`src/rtl/gpio_irq_pkg.sv`:
```
package gpio_irq_pkg;

    typedef enum logic {
        FS_STABLE  = 1'b0,
        FS_QUALIFY = 1'b1
    } filt_state_e;

    typedef enum logic {
        IS_QUIET = 1'b0,
        IS_ALERT = 1'b1
    } irq_state_e;

endpackage

```
`src/rtl/gpio_glitch_filter.sv`:
```
module gpio_glitch_filter
    import gpio_irq_pkg::*;
#(
    parameter int FILT_CYCLES = 250
) (
    input  logic clk,
    input  logic rst_n,
    input  logic raw_i,
    output logic level_o,
    output logic evt_o
);

    localparam int CNT_W = $clog2(FILT_CYCLES + 1);
    localparam logic [CNT_W-1:0] LAST = CNT_W'(FILT_CYCLES - 1);

    filt_state_e      st_q, st_n;
    logic [CNT_W-1:0] cnt_q, cnt_n;
    logic             level_q, level_n;
    logic             commit;

    // next-state logic
    always_comb begin
        st_n    = st_q;
        cnt_n   = cnt_q;
        level_n = level_q;
        commit  = 1'b0;
        unique case (st_q)
            FS_STABLE: begin
                if (raw_i != level_q) begin
                    st_n  = FS_QUALIFY;
                    cnt_n = CNT_W'(1);
                end
            end
            FS_QUALIFY: begin
                if (raw_i == level_q) begin
                    st_n  = FS_STABLE;
                    cnt_n = '0;
                end else if (cnt_q == LAST) begin
                    st_n    = FS_STABLE;
                    cnt_n   = '0;
                    level_n = raw_i;
                    commit  = 1'b1;
                end else begin
                    cnt_n = cnt_q + 1'b1;
                end
            end
            default: begin
                st_n  = FS_STABLE;
                cnt_n = '0;
            end
        endcase
    end

    // state register
    always_ff @(posedge clk or negedge rst_n) begin
        if (!rst_n) begin
            st_q    <= FS_STABLE;
            cnt_q   <= '0;
            level_q <= 1'b0;
        end else begin
            st_q    <= st_n;
            cnt_q   <= cnt_n;
            level_q <= level_n;
        end
    end

    // outputs
    always_comb begin
        level_o = level_q;
        evt_o   = commit;
    end

    AST_LEVEL_ONLY_AFTER_FULL_RUN: assert property (@(posedge clk) disable iff (!rst_n)
        (level_q != $past(level_q)) |-> $past(st_q == FS_QUALIFY && cnt_q == LAST))
        else $error("filtered level moved without a full qualifying run");

endmodule

```
`src/rtl/gpio_irq_core.sv`:
```
module gpio_irq_core
    import gpio_irq_pkg::*;
#(
    parameter int NUM_LINES = 8
) (
    input  logic                 clk,
    input  logic                 rst_n,
    input  logic [NUM_LINES-1:0] evt_i,
    input  logic                 mask_we,
    input  logic [NUM_LINES-1:0] mask_wdata,
    input  logic                 stat_rd,
    output logic [NUM_LINES-1:0] mask_o,
    output logic [NUM_LINES-1:0] stat_o,
    output logic                 irq_o
);

    irq_state_e           st_q, st_n;
    logic [NUM_LINES-1:0] mask_q, mask_n;
    logic [NUM_LINES-1:0] pend_q, pend_n;

    // next-state logic: flags captured only through the current mask
    always_comb begin
        pend_n = (stat_rd ? '0 : pend_q) | (evt_i & mask_q);
        mask_n = mask_we ? mask_wdata : mask_q;
        unique case (st_q)
            IS_QUIET: st_n = (|(pend_n & mask_n)) ? IS_ALERT : IS_QUIET;
            IS_ALERT: st_n = (|(pend_n & mask_n)) ? IS_ALERT : IS_QUIET;
            default:  st_n = IS_QUIET;
        endcase
    end

    // state register
    always_ff @(posedge clk or negedge rst_n) begin
        if (!rst_n) begin
            st_q   <= IS_QUIET;
            mask_q <= '0;
            pend_q <= '0;
        end else begin
            st_q   <= st_n;
            mask_q <= mask_n;
            pend_q <= pend_n;
        end
    end

    // outputs
    always_comb begin
        irq_o  = (st_q == IS_ALERT);
        mask_o = mask_q;
        stat_o = pend_q;
    end

    AST_READ_CLEARS_OLD_FLAGS: assert property (@(posedge clk) disable iff (!rst_n)
        stat_rd |=> ((pend_q & ~$past(evt_i)) == '0))
        else $error("status read left stale flags");

    AST_NO_FLAG_WHEN_DISABLED: assert property (@(posedge clk) disable iff (!rst_n)
        ((pend_q & ~$past(pend_q) & ~$past(mask_q)) == '0))
        else $error("flag set on a disabled line");

    AST_MASK_ALL_RELEASES: assert property (@(posedge clk) disable iff (!rst_n)
        (mask_we && mask_wdata == '0) |=> !irq_o)
        else $error("interrupt held after full mask clear");

    AST_EVENT_SURVIVES_READ: assert property (@(posedge clk) disable iff (!rst_n)
        (stat_rd && |(evt_i & mask_q)) |=> (pend_q != '0))
        else $error("event lost at a status read");

endmodule

```
`src/rtl/gpio_irq_unit.sv`:
```
module gpio_irq_unit
    import gpio_irq_pkg::*;
#(
    parameter int NUM_LINES   = 8,
    parameter int FILT_CYCLES = 250
) (
    input  logic                 clk,
    input  logic                 rst_n,
    input  logic [NUM_LINES-1:0] line_in,
    input  logic                 mask_we,
    input  logic [NUM_LINES-1:0] mask_wdata,
    output logic [NUM_LINES-1:0] mask_q,
    input  logic                 stat_rd,
    output logic [NUM_LINES-1:0] stat_q,
    output logic                 irq_pull_low
);

    logic [NUM_LINES-1:0] level_w;
    logic [NUM_LINES-1:0] evt_w;

    for (genvar gi = 0; gi < NUM_LINES; gi++) begin : g_line
        gpio_glitch_filter #(
            .FILT_CYCLES(FILT_CYCLES)
        ) u_filt (
            .clk    (clk),
            .rst_n  (rst_n),
            .raw_i  (line_in[gi]),
            .level_o(level_w[gi]),
            .evt_o  (evt_w[gi])
        );
    end

    gpio_irq_core #(
        .NUM_LINES(NUM_LINES)
    ) u_core (
        .clk       (clk),
        .rst_n     (rst_n),
        .evt_i     (evt_w),
        .mask_we   (mask_we),
        .mask_wdata(mask_wdata),
        .stat_rd   (stat_rd),
        .mask_o    (mask_q),
        .stat_o    (stat_q),
        .irq_o     (irq_pull_low)
    );

    // a committed event always flips that line's filtered level
    AST_EVENT_FLIPS_LEVEL: assert property (@(posedge clk) disable iff (!rst_n)
        (evt_w != '0) |=> ((level_w ^ $past(level_w)) == $past(evt_w)))
        else $error("event without matching level change");

endmodule

```
`config.mk`:
```
export PLATFORM = sky130hd
export DESIGN_NAME = gpio_irq_unit
export DESIGN_NICKNAME = d
export VERILOG_FILES = /design/src/rtl/gpio_irq_pkg.sv /design/src/rtl/gpio_glitch_filter.sv /design/src/rtl/gpio_irq_core.sv /design/src/rtl/gpio_irq_unit.sv
export SDC_FILE = /design/constraint.sdc
export NUM_CORES = 1
export LEC_CHECK = 0
export ABC_AREA = 0
export CAP_MARGIN = 20
export CORE_MARGIN = 5
export CORE_UTILIZATION = 55
export DETAILED_ROUTE_END_ITERATION = 8
export PLACE_DENSITY_LB_ADDON = 0.3
export SLEW_MARGIN = 10
export SYNTH_ARGS = -nofsm -noshare
export SYNTH_HDL_FRONTEND = slang
export SYNTH_SLANG_ARGS = --single-unit
```
`constraint.sdc`:
```
create_clock -name clk -period 5.4 [get_ports clk]
set_clock_uncertainty 0.15 [all_clocks]
set_input_delay 0.54 -clock clk [delete_from_list [all_inputs] [get_ports clk]]
set_output_delay 0.54 -clock clk [all_outputs]
set_load 0.1 [all_outputs]
```
# Word-level counts from Yosys, hierarchy flattened
# Cells that the tools add are included.
# totals
ff_bits	97
in_bits	20
out_inout_bits	17
wordCells	186
# classes
addsub	8
eq_ne	32
muxes	91
bitwise_logic	19
reduce_logical	9
# ops
operator	n
8-bit 2-to-1 mux	26
8-bit one-hot mux with 2 select lines	8
8-bit by 1-bit adder with 8-bit output, second input constant	8
8-bit equality test, second input constant	8
1-bit 2-to-1 mux	49
3-bit AND reduction	8
8-bit bitwise AND	2
2-bit by 1-bit inequality test with 1-bit output, second input constant	8
1-bit inverter	16
1-bit one-hot mux with 2 select lines	8
1-bit equality test	8
1-bit inequality test	8
8-bit bitwise OR	1
8-bit OR reduction	1

# Depth between registers and ports, before layout
# Gate-level depths: netlist of the first run.
# logic_depth
depth_word	9
mapped_depth	9
ltp_nobuf	8

# Hierarchy
# From an unflattened synthesis of the first run, not the netlist that was laid out.
# hier_totals
cells_unflattened	506
hier_area_um2	5124.9
# modules_own_cells
mod	n_inst	cells_each	area_each_um2	seq_area_each_um2
gpio_glitch_filter	8	56	553.0	250.2
gpio_irq_core	1	58	700.7	425.4

# Worst setup path after synthesis of the first run
# Ideal clock, no wire load.
# synth_timing
path_type	input to register
startpoint	input port mask_we
endpoint	register u_core.st_q (netlist: u_core.irq_o)
setup_time_ns	0.132
arrival_time_ns	1.589
t_required_ns	5.118
path_slack_ns	3.529
cell_stages	4
n_path_buf	1
cell_sequence	clkbuf_1 -> mux2_2 -> a222oi_1 -> nand3b_1
# synth_via
elab_chain_len	4
# synth_rtl
element	line_no	rtl
start: declaration	gpio_irq_unit.sv:10	input logic mask_we,
8-bit 2-to-1 mux	gpio_irq_core.sv:24	mask_n = mask_we ? mask_wdata : mask_q;
net u_core.mask_n[5]	gpio_irq_core.sv:18	logic [NUM_LINES-1:0] mask_q, mask_n;
8-bit bitwise AND	gpio_irq_core.sv:26, gpio_irq_core.sv:27	
8-bit OR reduction	gpio_irq_core.sv:26, gpio_irq_core.sv:27	
1-bit 2-to-1 mux	gpio_irq_core.sv:26, gpio_irq_core.sv:27	
net u_core.st_n	gpio_irq_core.sv:17	irq_state_e st_q, st_n;
end signal: assignment	gpio_irq_core.sv:39	st_q <= st_n;
end: declaration	gpio_irq_core.sv:17	
# The timed path passes the listed nets, and every way through them passes these cells.
# A chain may end at the register's enable or synchronous reset.

# Worst setup path after layout of the first run
# layout_timing
startpoint	register u_core.mask_q[5] (netlist: u_core.mask_o[5])
endpoint	output port mask_q[5]
# layout_rtl
element	line_no	rtl
start: declaration	gpio_irq_core.sv:18	
start signal: assignment	gpio_irq_core.sv:40	mask_q <= mask_n;
end: declaration	gpio_irq_unit.sv:12	output logic [NUM_LINES-1:0] mask_q,
# No word-level cell between the ends.

==> summary.log, run 1 <==
[final_layout] NumNets Final 558
[timing] Max Clock Freq 381.6 MHz
[floorplanning] number of top-level pins 37
[setup_path] required time of the worst setup path 4.71 ns
[yosys] dominant combinational cell family by area after synthesis simple AND/OR/NAND/NOR gates
[timing] RSZ-0062 raised after global routing false
[clocking] clock tree from TritonCTS yes
[routing] number of DRC violations after detailed routing 0
[timing] Relative slew margins 0.3324
[setup_path] worst path arrival time 1.93 ns
[timing] final count of negative-setup-slack endpoints 0
[yosys] net count of the mapped netlist 517
[yosys] area share of xor/xnor cells in the synthesized design 0.04028
[pwr] switching fraction of total power 0.2947
[flow_run] Max Cap Violations 0
[final_layout] end-of-flow core utilization 0.6333
[clocking] # resized after CTS 0
[yosys] Synth Area in Compound Gates 0.1319
[floorplanning] overall die width 103.0 um
[yosys] cell type with the largest total area after synthesis dfrtp_1
[setup_path] Reg-to-Reg Start g_line[6].u_filt.cnt_q[1]$_DFFE_PN0P_
[timing] slack of the critical path 2.779 ns
[grt] initial antenna violation count 0
[routing] Pre-Repair DR Iteration Count 4
[yosys] Yosys top cell area share 0.5108
[clocking] Root Buffer Master clkbuf_8
[pwr] Static Leak 2.336 nW
[pwr] sequential group share of total power 0.539
[setup_path] number of stages on the worst setup path 1
[grt] maximum number of pins on one net before global-route repair 76
[setup_path] Worst Path Buf+Inv 1
[min_path] startpoint of the tightest hold check path g_line[5].u_filt.cnt_q[7]$_DFFE_PN0P_
[yosys] post-synthesis sequential area ratio 0.5108
[setup_path] category of the worst setup path launch point flip-flop
[clocking] post-cts hold buffer count 1
[final_layout] share of cells above drive strength 1 0.06831
[final_layout] ant diodes 0
[clocking] number of levels in the clock H-tree 3
[yosys] average cell area after synthesis 9.880 um^2
[timing] number of pins exceeding their max-slew limit in the final report 0
[setup_path] delay of the slowest critical-path stage 1.16 ns
[min_path] endpoint with the worst hold slack g_line[5].u_filt.cnt_q[7]$_DFFE_PN0P_
[placed_design] Buffers on Ports 36
[pwr] share of total power in combinational logic 0.155
[setup_path] Slowest cell on crit path clkdlybuf4s50_1
[yosys] prevailing post-synth register cell dfrtp_1
[routing] Routed WL per cell 14.72 um
[pwr] switching power 453.5 uW
[outcome] outcome finished, final reports clean
[setup_path] series of cell instances along the critical path clkdlybuf4s50_1
[pwr] Power Dens Cells 284.2 mW/mm^2
[timing] Hold Vio Cnt, Final 0
[timing] setup total negative slack 0 ns
[clocking] Worst-Skew Late Latency 0.35 ns
[clocking] total clock buffers created by CTS 9
[routing] total number of vias 3,581
[grt] GRT Util Overall 0.1926
[min_path] number of cells on the worst hold path 1
[setup_path] R2R cell count 8
[yosys] most numerous cell types in the synthesized netlist 97 x dfrtp_1, 59 x o21ai_0, 52 x nand2_1
[timing] final clock period utilization by the worst path 0.4853
[setup_path] cell family contributing the most delay on the critical path buffers and inverters
[pwr] portion of total power attributed to the clock network 0.306
[yosys] Yosys Warn Count 0
[clocking] post-CTS setup buffer count 0
[yosys] number of enable flip-flop cells after synthesis 0
[yosys] portion of netlist area occupied by mux cells 0.05055
[placed_design] DP Wirelength 6.722 mm
[floorplanning] initial core utilization 0.5558
[clocking] Worst-path clk slew 0.08 ns
[setup_path] reg-to-reg critical path endpoint g_line[6].u_filt.cnt_q[6]$_DFFE_PN0P_
[yosys] library cell with the highest instance count after synthesis dfrtp_1
[routing] Antenna Violating Nets Remaining 0
[yosys] number of distinct library cell variants in the gate-level netlist after synthesis 37
[floorplanning] vertical die dimension 103.0 um
[pwr] post-route total power 1.539 mW
[setup_path] endpoint class of the critical path output port
[setup_path] launch point of the worst path u_core.mask_o[5]$_DFF_PN0_
[setup_path] worst-path fanout max 3
[yosys] netlist area before placement 0.004752 mm^2
[pwr] largest vdd supply drop 167.3 uV
[routing] sum of routed wire length over all layers 9.347 mm
[final_layout] Area growth, synth to finish 13.95%
[yosys] flops & latches, synth 97
[clocking] clock sink total 97
[clocking] clk buf depth 2
[yosys] share of synthesized registers carrying an async set or reset 1.000
[yosys] gate count of the mapped netlist 481
[yosys] synthesized-area fraction occupied by and/or/nand/nor cells 0.1983
[timing] minimum clock period 2.621 ns
[routing] vias per inst 5.639
[setup_path] worst reg2reg setup slack 3.34 ns
[grt] via count of the first global-routing pass 3,535
[floorplanning] Die Footprint 0.01060 mm^2
[timing] transition time at the pin with the least slew margin 0.9983 ns
[placed_design] final weighted congestion in routability-driven placement 0.8630
[grt] wire length of the first global-routing pass 15.92 mm
[yosys] leading cell types by total area after synthesis dfrtp_1 51%, o21ai_0 6.2%, ha_1 4.2%
[placed_design] worst setup timing slack at the placement stage 2.933 ns
[floorplanning] core area 0.008551 mm^2
[grt] Remaining Overflow, GRT 0
[floorplanning] FP Rows 34
[yosys] Adder-Cell Fraction of Synth Area 0.04213
[pwr] cell internal pwr 1.085 mW
[setup_path] worst setup path class reg -> out
[min_path] Hold Crit Class reg -> reg
[routing] DRT iter0 DRCs 157
-- layout make-up --
cell class	count	area, um^2
Clock buffer	12	145.1
Clock inverter	4	52.55
Fill cell	686	3136
Inverter	21	78.83
Multi-Input combinational cell	355	2201
Sequential cell	97	2427
Tap cell	108	135.1
Timing Repair Buffer	38	375.4
-- flip-flops by register name (all words and copies together) (netlist names) --
signal	flops
u_core.mask_o	8
u_core.irq_o	1
g_line.u_filt.cnt_q	64
g_line.u_filt.st_q	8
u_core.stat_o	8
g_line.u_filt.level_o	8
-- worst reg2reg max path: stages, from the launching register on --
cell      delay (ns)
dfrtp_1         0.44
inv_1           0.08
ha_1            0.14
nand2_1         0.05
nor3_1          0.30
nand3b_1        0.38
nor2_1          0.09
o21ai_0         0.21
o41ai_1         0.11
-- power by group through the flow --
stage | Sequential, mW | Clock (mW) | Combinational [mW]
5_1_grt | 0.838 | 0.524 | 0.270
3_5_place_dp | 0.844 | 0 | 0.239
3_3_place_gp | 0.840 | 0 | 0.230
2_1_floorplan | 0.874 | 0 | 0.126
4_1_cts | 0.829 | 0.490 | 0.242
6_report | 0.829 | 0.471 | 0.239
-- placed cells by master, fill, tap and decap left out, types with 3 or more instances in the layout --
| cell type | count |
|---|---|
| o41ai_1 | 4 |
| ha_1 | 16 |
| nand4_1 | 6 |
| clkdlybuf4s50_1 | 35 |
| nor4_1 | 3 |
| nand2_1 | 52 |
| a41o_1 | 4 |
| nand2b_1 | 15 |
| clkinvlp_4 | 3 |
| nor2_1 | 42 |
| xnor2_1 | 5 |
| o31ai_1 | 15 |
| nand3_1 | 29 |
| mux2i_1 | 6 |
| nor3_1 | 3 |
| o21ai_0 | 59 |
| o21ai_1 | 17 |
| clkbuf_8 | 10 |
| and3_1 | 12 |
| dfrtp_1 | 97 |
| nand3b_1 | 7 |
| xor2_1 | 15 |
| inv_1 | 21 |
| mux2_2 | 16 |
| nor2b_1 | 13 |
-- cell families (layout without fill, tap and decap cells) --
| kind of cell | Yosys count | in the layout |
|---|---|---|
| fa+ha+maj | 16 | 16 |
| buf+inv | 29 | 75 |
| simple gates | 189 | 189 |
| compound gates | 107 | 107 |
| flops | 97 | 97 |
| xor+xnor | 21 | 21 |
| mux | 22 | 22 |
-- layer usage --
layer,GRT usage,vias up,part of all wire
met3,0.04668,17,0.033
met1,0.2417,1744,0.44
li1,-,1768,-
met5,0,-,0
met4,0.08865,0,0.026
met2,0.3152,52,0.50
-- per-stage QoR --
step,hold slack [ns],instance area (um^2),cells
2_1_floorplan,0.09441,4752,481
3_3_place_gp,0.2988,5207,618
3_5_place_dp,0.3027,5207,618
4_1_cts,0.3405,5415,635
5_1_grt,0.3655,5415,635
6_report,0.3341,5415,635
-- worst max path at each step --
| stage | endpoint |
|---|---|
| after floorplan | u_core.irq_o$_DFF_PN0_ |
| after global placement | u_core.irq_o$_DFF_PN0_ |
| after detailed placement | g_line[6].u_filt.cnt_q[5]$_DFFE_PN0P_ |
| after CTS | mask_q[5] |
| after global routing | mask_q[3] |
| final | mask_q[5] |
(Power assumes the default switching activity.)
==> run 2: changes to the inputs <==
==> constraint.sdc (replaced) <==
create_clock -name clk -period 2.7 [get_ports clk]
set_clock_uncertainty 0.15 [all_clocks]
set_input_delay 0.27 -clock clk [delete_from_list [all_inputs] [get_ports clk]]
set_output_delay 0.27 -clock clk [all_outputs]
set_load 0.1 [all_outputs]
==> summary.log, run 2 (synthesized netlist as in run 1, its figures left out) <==
[setup_path] Worst Path Buf+Inv 1 [unchanged]
[clocking] number of levels in the clock H-tree 3 [unchanged]
[timing] Max Clock Freq 481.3 MHz
[clocking] clock tree from TritonCTS yes [unchanged]
[floorplanning] overall die width 103.0 um [unchanged]
[floorplanning] Die Footprint 0.01060 mm^2 [unchanged]
[grt] wire length of the first global-routing pass 15.63 mm [was 15.92 mm]
[timing] setup total negative slack 0 ns [unchanged]
[grt] GRT Util Overall 0.1848 [was 0.1926]
[setup_path] worst-path fanout max 10 [was 3]
[grt] via count of the first global-routing pass 3,446 [was 3,535]
[setup_path] delay of the slowest critical-path stage 0.42 ns [was 1.16 ns]
[placed_design] cell area after placement 0.005185 mm^2 [was 0.005207 mm^2]
[clocking] clock sink total 97 [unchanged]
[clocking] post-CTS setup buffer count 0 [unchanged]
[clocking] Root Buffer Master clkbuf_8 [unchanged]
[routing] vias per inst 5.608 [was 5.639]
[timing] number of pins exceeding their max-slew limit in the final report 0 [unchanged]
[final_layout] sequential cell area 0.002427 mm^2 [unchanged]
[final_layout] share of cells above drive strength 1 0.1061 [was 0.06831]
[timing] final clock period utilization by the worst path 0.7695
[final_layout] ant diodes 0 [unchanged]
[placed_design] Buffers on Ports 36 [unchanged]
[setup_path] cell family contributing the most delay on the critical path simple AND/OR/NAND/NOR gates [was buffers and inverters]
[setup_path] worst setup path class reg -> reg [was reg -> out]
[final_layout] Area growth, synth to finish 13.61% [was 13.95%]
[final_layout] Filler cells 718 [was 686]
[min_path] Hold Crit Class reg -> reg [unchanged]
[setup_path] worst path arrival time 2.15 ns [was 1.93 ns]
[pwr] Static Leak 2.377 nW [was 2.336 nW]
[setup_path] category of the worst setup path launch point flip-flop [unchanged]
[placed_design] final weighted congestion in routability-driven placement 0.8592 [was 0.8630]
[floorplanning] number of top-level pins 37 [unchanged]
[min_path] endpoint with the worst hold slack g_line[4].u_filt.cnt_q[7]$_DFFE_PN0P_ [was g_line[5].u_filt.cnt_q[7]$_DFFE_PN0P_]
[min_path] startpoint of the tightest hold check path g_line[4].u_filt.cnt_q[7]$_DFFE_PN0P_ [was g_line[5].u_filt.cnt_q[7]$_DFFE_PN0P_]
[min_path] number of cells on the worst hold path 1 [unchanged]
[clocking] Worst-path clk slew 0.09 ns [was 0.08 ns]
[routing] Pre-Repair DR Iteration Count 4 [unchanged]
[placed_design] DP Wirelength 6.610 mm [was 6.722 mm]
[final_layout] register containing the most flip-flops in the final layout g_line.u_filt.cnt_q [unchanged]
[routing] number of DRC violations after detailed routing 0 [unchanged]
[setup_path] endpoint class of the critical path flip-flop [was output port]
[setup_path] required time of the worst setup path 2.77 ns [was 4.71 ns]
[pwr] Power Dens Cells 573.6 mW/mm^2 [was 284.2 mW/mm^2]
[floorplanning] FP Rows 34 [unchanged]
[timing] minimum clock period 2.078 ns
[grt] Remaining Overflow, GRT 0 [unchanged]
[final_layout] multi-input logic area 0.002201 mm^2 [unchanged]
[outcome] outcome finished, final reports clean [unchanged]
[setup_path] R2R cell count 8 [unchanged]
[grt] maximum number of pins on one net before global-route repair 59 [was 76]
[setup_path] most frequent cell on the critical path o21ai_0
[setup_path] Reg-to-Reg Start g_line[7].u_filt.cnt_q[1]$_DFFE_PN0P_ [was g_line[6].u_filt.cnt_q[1]$_DFFE_PN0P_]
[final_layout] Layout Cell Area excl Fill 0.005399 mm^2 [was 0.005415 mm^2]
[routing] Routed WL per cell 14.34 um [was 14.72 um]
[routing] Antenna Violating Nets Remaining 0 [unchanged]
[timing] transition time at the pin with the least slew margin 0.7176 ns [was 0.9983 ns]
[clocking] Worst-Skew Late Latency 0.35 ns [about the same]
[setup_path] worst reg2reg setup slack 0.62 ns [was 3.34 ns]
[timing] Hold Vio Cnt, Final 0 [unchanged]
[timing] Relative slew margins 0.5216 [was 0.3324]
[setup_path] Slowest cell on crit path dfrtp_1 [was clkdlybuf4s50_1]
[routing] DRT iter0 DRCs 156 [was 157]
[final_layout] number of flip-flops in the largest register 64 [unchanged]
[timing] final count of negative-setup-slack endpoints 0 [unchanged]
[final_layout] NumNets Final 559 [was 558]
[floorplanning] initial core utilization 0.5558 [unchanged]
[floorplanning] vertical die dimension 103.0 um [unchanged]
[flow_run] Max Cap Violations 0 [unchanged]
[routing] total number of vias 3,567 [was 3,581]
[final_layout] most frequent standard cell in the layout excluding fill and tap cells dfrtp_1 [unchanged]
[setup_path] reg-to-reg critical path endpoint g_line[7].u_filt.cnt_q[2]$_DFFE_PN0P_ [was g_line[6].u_filt.cnt_q[6]$_DFFE_PN0P_]
[floorplanning] core area 0.008551 mm^2 [unchanged]
[final_layout] commonest cells after routing, fill and taps aside 97 x dfrtp_1, 59 x o21ai_0, 52 x nand2_1 [unchanged]
[grt] initial antenna violation count 0 [unchanged]
[pwr] largest vdd supply drop 289.1 uV [was 167.3 uV]
[clocking] total clock buffers created by CTS 9 [unchanged]
[routing] sum of routed wire length over all layers 9.118 mm [was 9.347 mm]
[timing] RSZ-0062 raised after global routing false [unchanged]
[clocking] clk buf depth 2 [unchanged]
[setup_path] series of cell instances along the critical path inv_1 > ha_1 > nand3_1 > nor4_1 > nand3b_1 > nor2_1 > o21ai_0 > o21ai_0 [was clkdlybuf4s50_1]
[clocking] # resized after CTS 0 [unchanged]
## run 2: cell count changes in the layout (fill, tap and decap cells not counted)
cell and delta:
clkinv_2 +1, inv_6 +1, clkbuf_1 -2, buf_12 +1
buf_4 +17, clkdlybuf4s50_1 -17
## run 2: final cells by class
class,count,area share
clock buffer,10,0.02549
clock inverter,6,0.01228
inverter,21,0.01460
multi-input combinational,355,0.4076
sequential,97,0.4496
tap,108,0.02503
timing repair buffer,39,0.06535
## run 2: what timing repair did
item / 4_1_cts / 5_1_grt
hold buffers: 1 / 0
endpoints found under the setup margin: 0 / 0
endpoints found under the hold margin: 56 / 0
## run 2: per-layer routing
layer,vias up,wire (um),GRT usage
met5,-,0,0
met4,0,157,0.07570
met3,16,318,0.03180
met2,51,4394,0.2930
met1,1738,4246,0.2525
li1,1762,-,-
## run 2: worst max path at each step
stage / startpoint / end / slack (ns) / depth (start not counted)
finish: g_line[7].u_filt.cnt_q[1]$_DFFE_PN0P_ / g_line[7].u_filt.cnt_q[2]$_DFFE_PN0P_ / 0.62 / 8
global route: g_line[0].u_filt.cnt_q[1]$_DFFE_PN0P_ / g_line[0].u_filt.cnt_q[3]$_DFFE_PN0P_ / 0.37 / 8
floorplan: u_core.mask_o[5]$_DFF_PN0_ / u_core.irq_o$_DFF_PN0_ / 0.85 / 3
global placement: mask_we / u_core.irq_o$_DFF_PN0_ / 0.63 / 4
detailed placement: line_in[0] / g_line[0].u_filt.cnt_q[7]$_DFFE_PN0P_ / 0.53 / 5
CTS: g_line[7].u_filt.cnt_q[1]$_DFFE_PN0P_ / g_line[7].u_filt.cnt_q[2]$_DFFE_PN0P_ / 0.61 / 8
## run 2: worst reg2reg max path, cell delays in order (launching register included)
cell and delay, ns:
dfrtp_1 0.42, inv_1 0.07, ha_1 0.14, nand3_1 0.07, nor4_1 0.38, nand3b_1 0.35, nor2_1 0.07, o21ai_0 0.18
o21ai_0 0.13
## run 2: stage by stage
stage	setup WS [ns]	util	cells	hold WS [ns]	total power, mW
after floorplan	0.8496	-	481	-0.1756	1.999
after global placement	0.6307	0.6064	619	0.2254	2.138
after detailed placement	0.5340	0.6064	619	0.2301	2.167
after CTS	0.6097	0.6314	636	0.3389	3.134
after global routing	0.3681	0.6314	636	0.3655	3.269
final	0.6223	0.6314	636	0.3333	3.097
## run 2: report_power, final
part	leakage [nW]	switching, mW	internal (mW)	total [mW]
clock network	0.0949	0.510	0.455	0.965
registers	1.27	0.112	1.55	1.66
logic	1.01	0.305	0.169	0.474
total	2.38	0.926	2.17	3.10
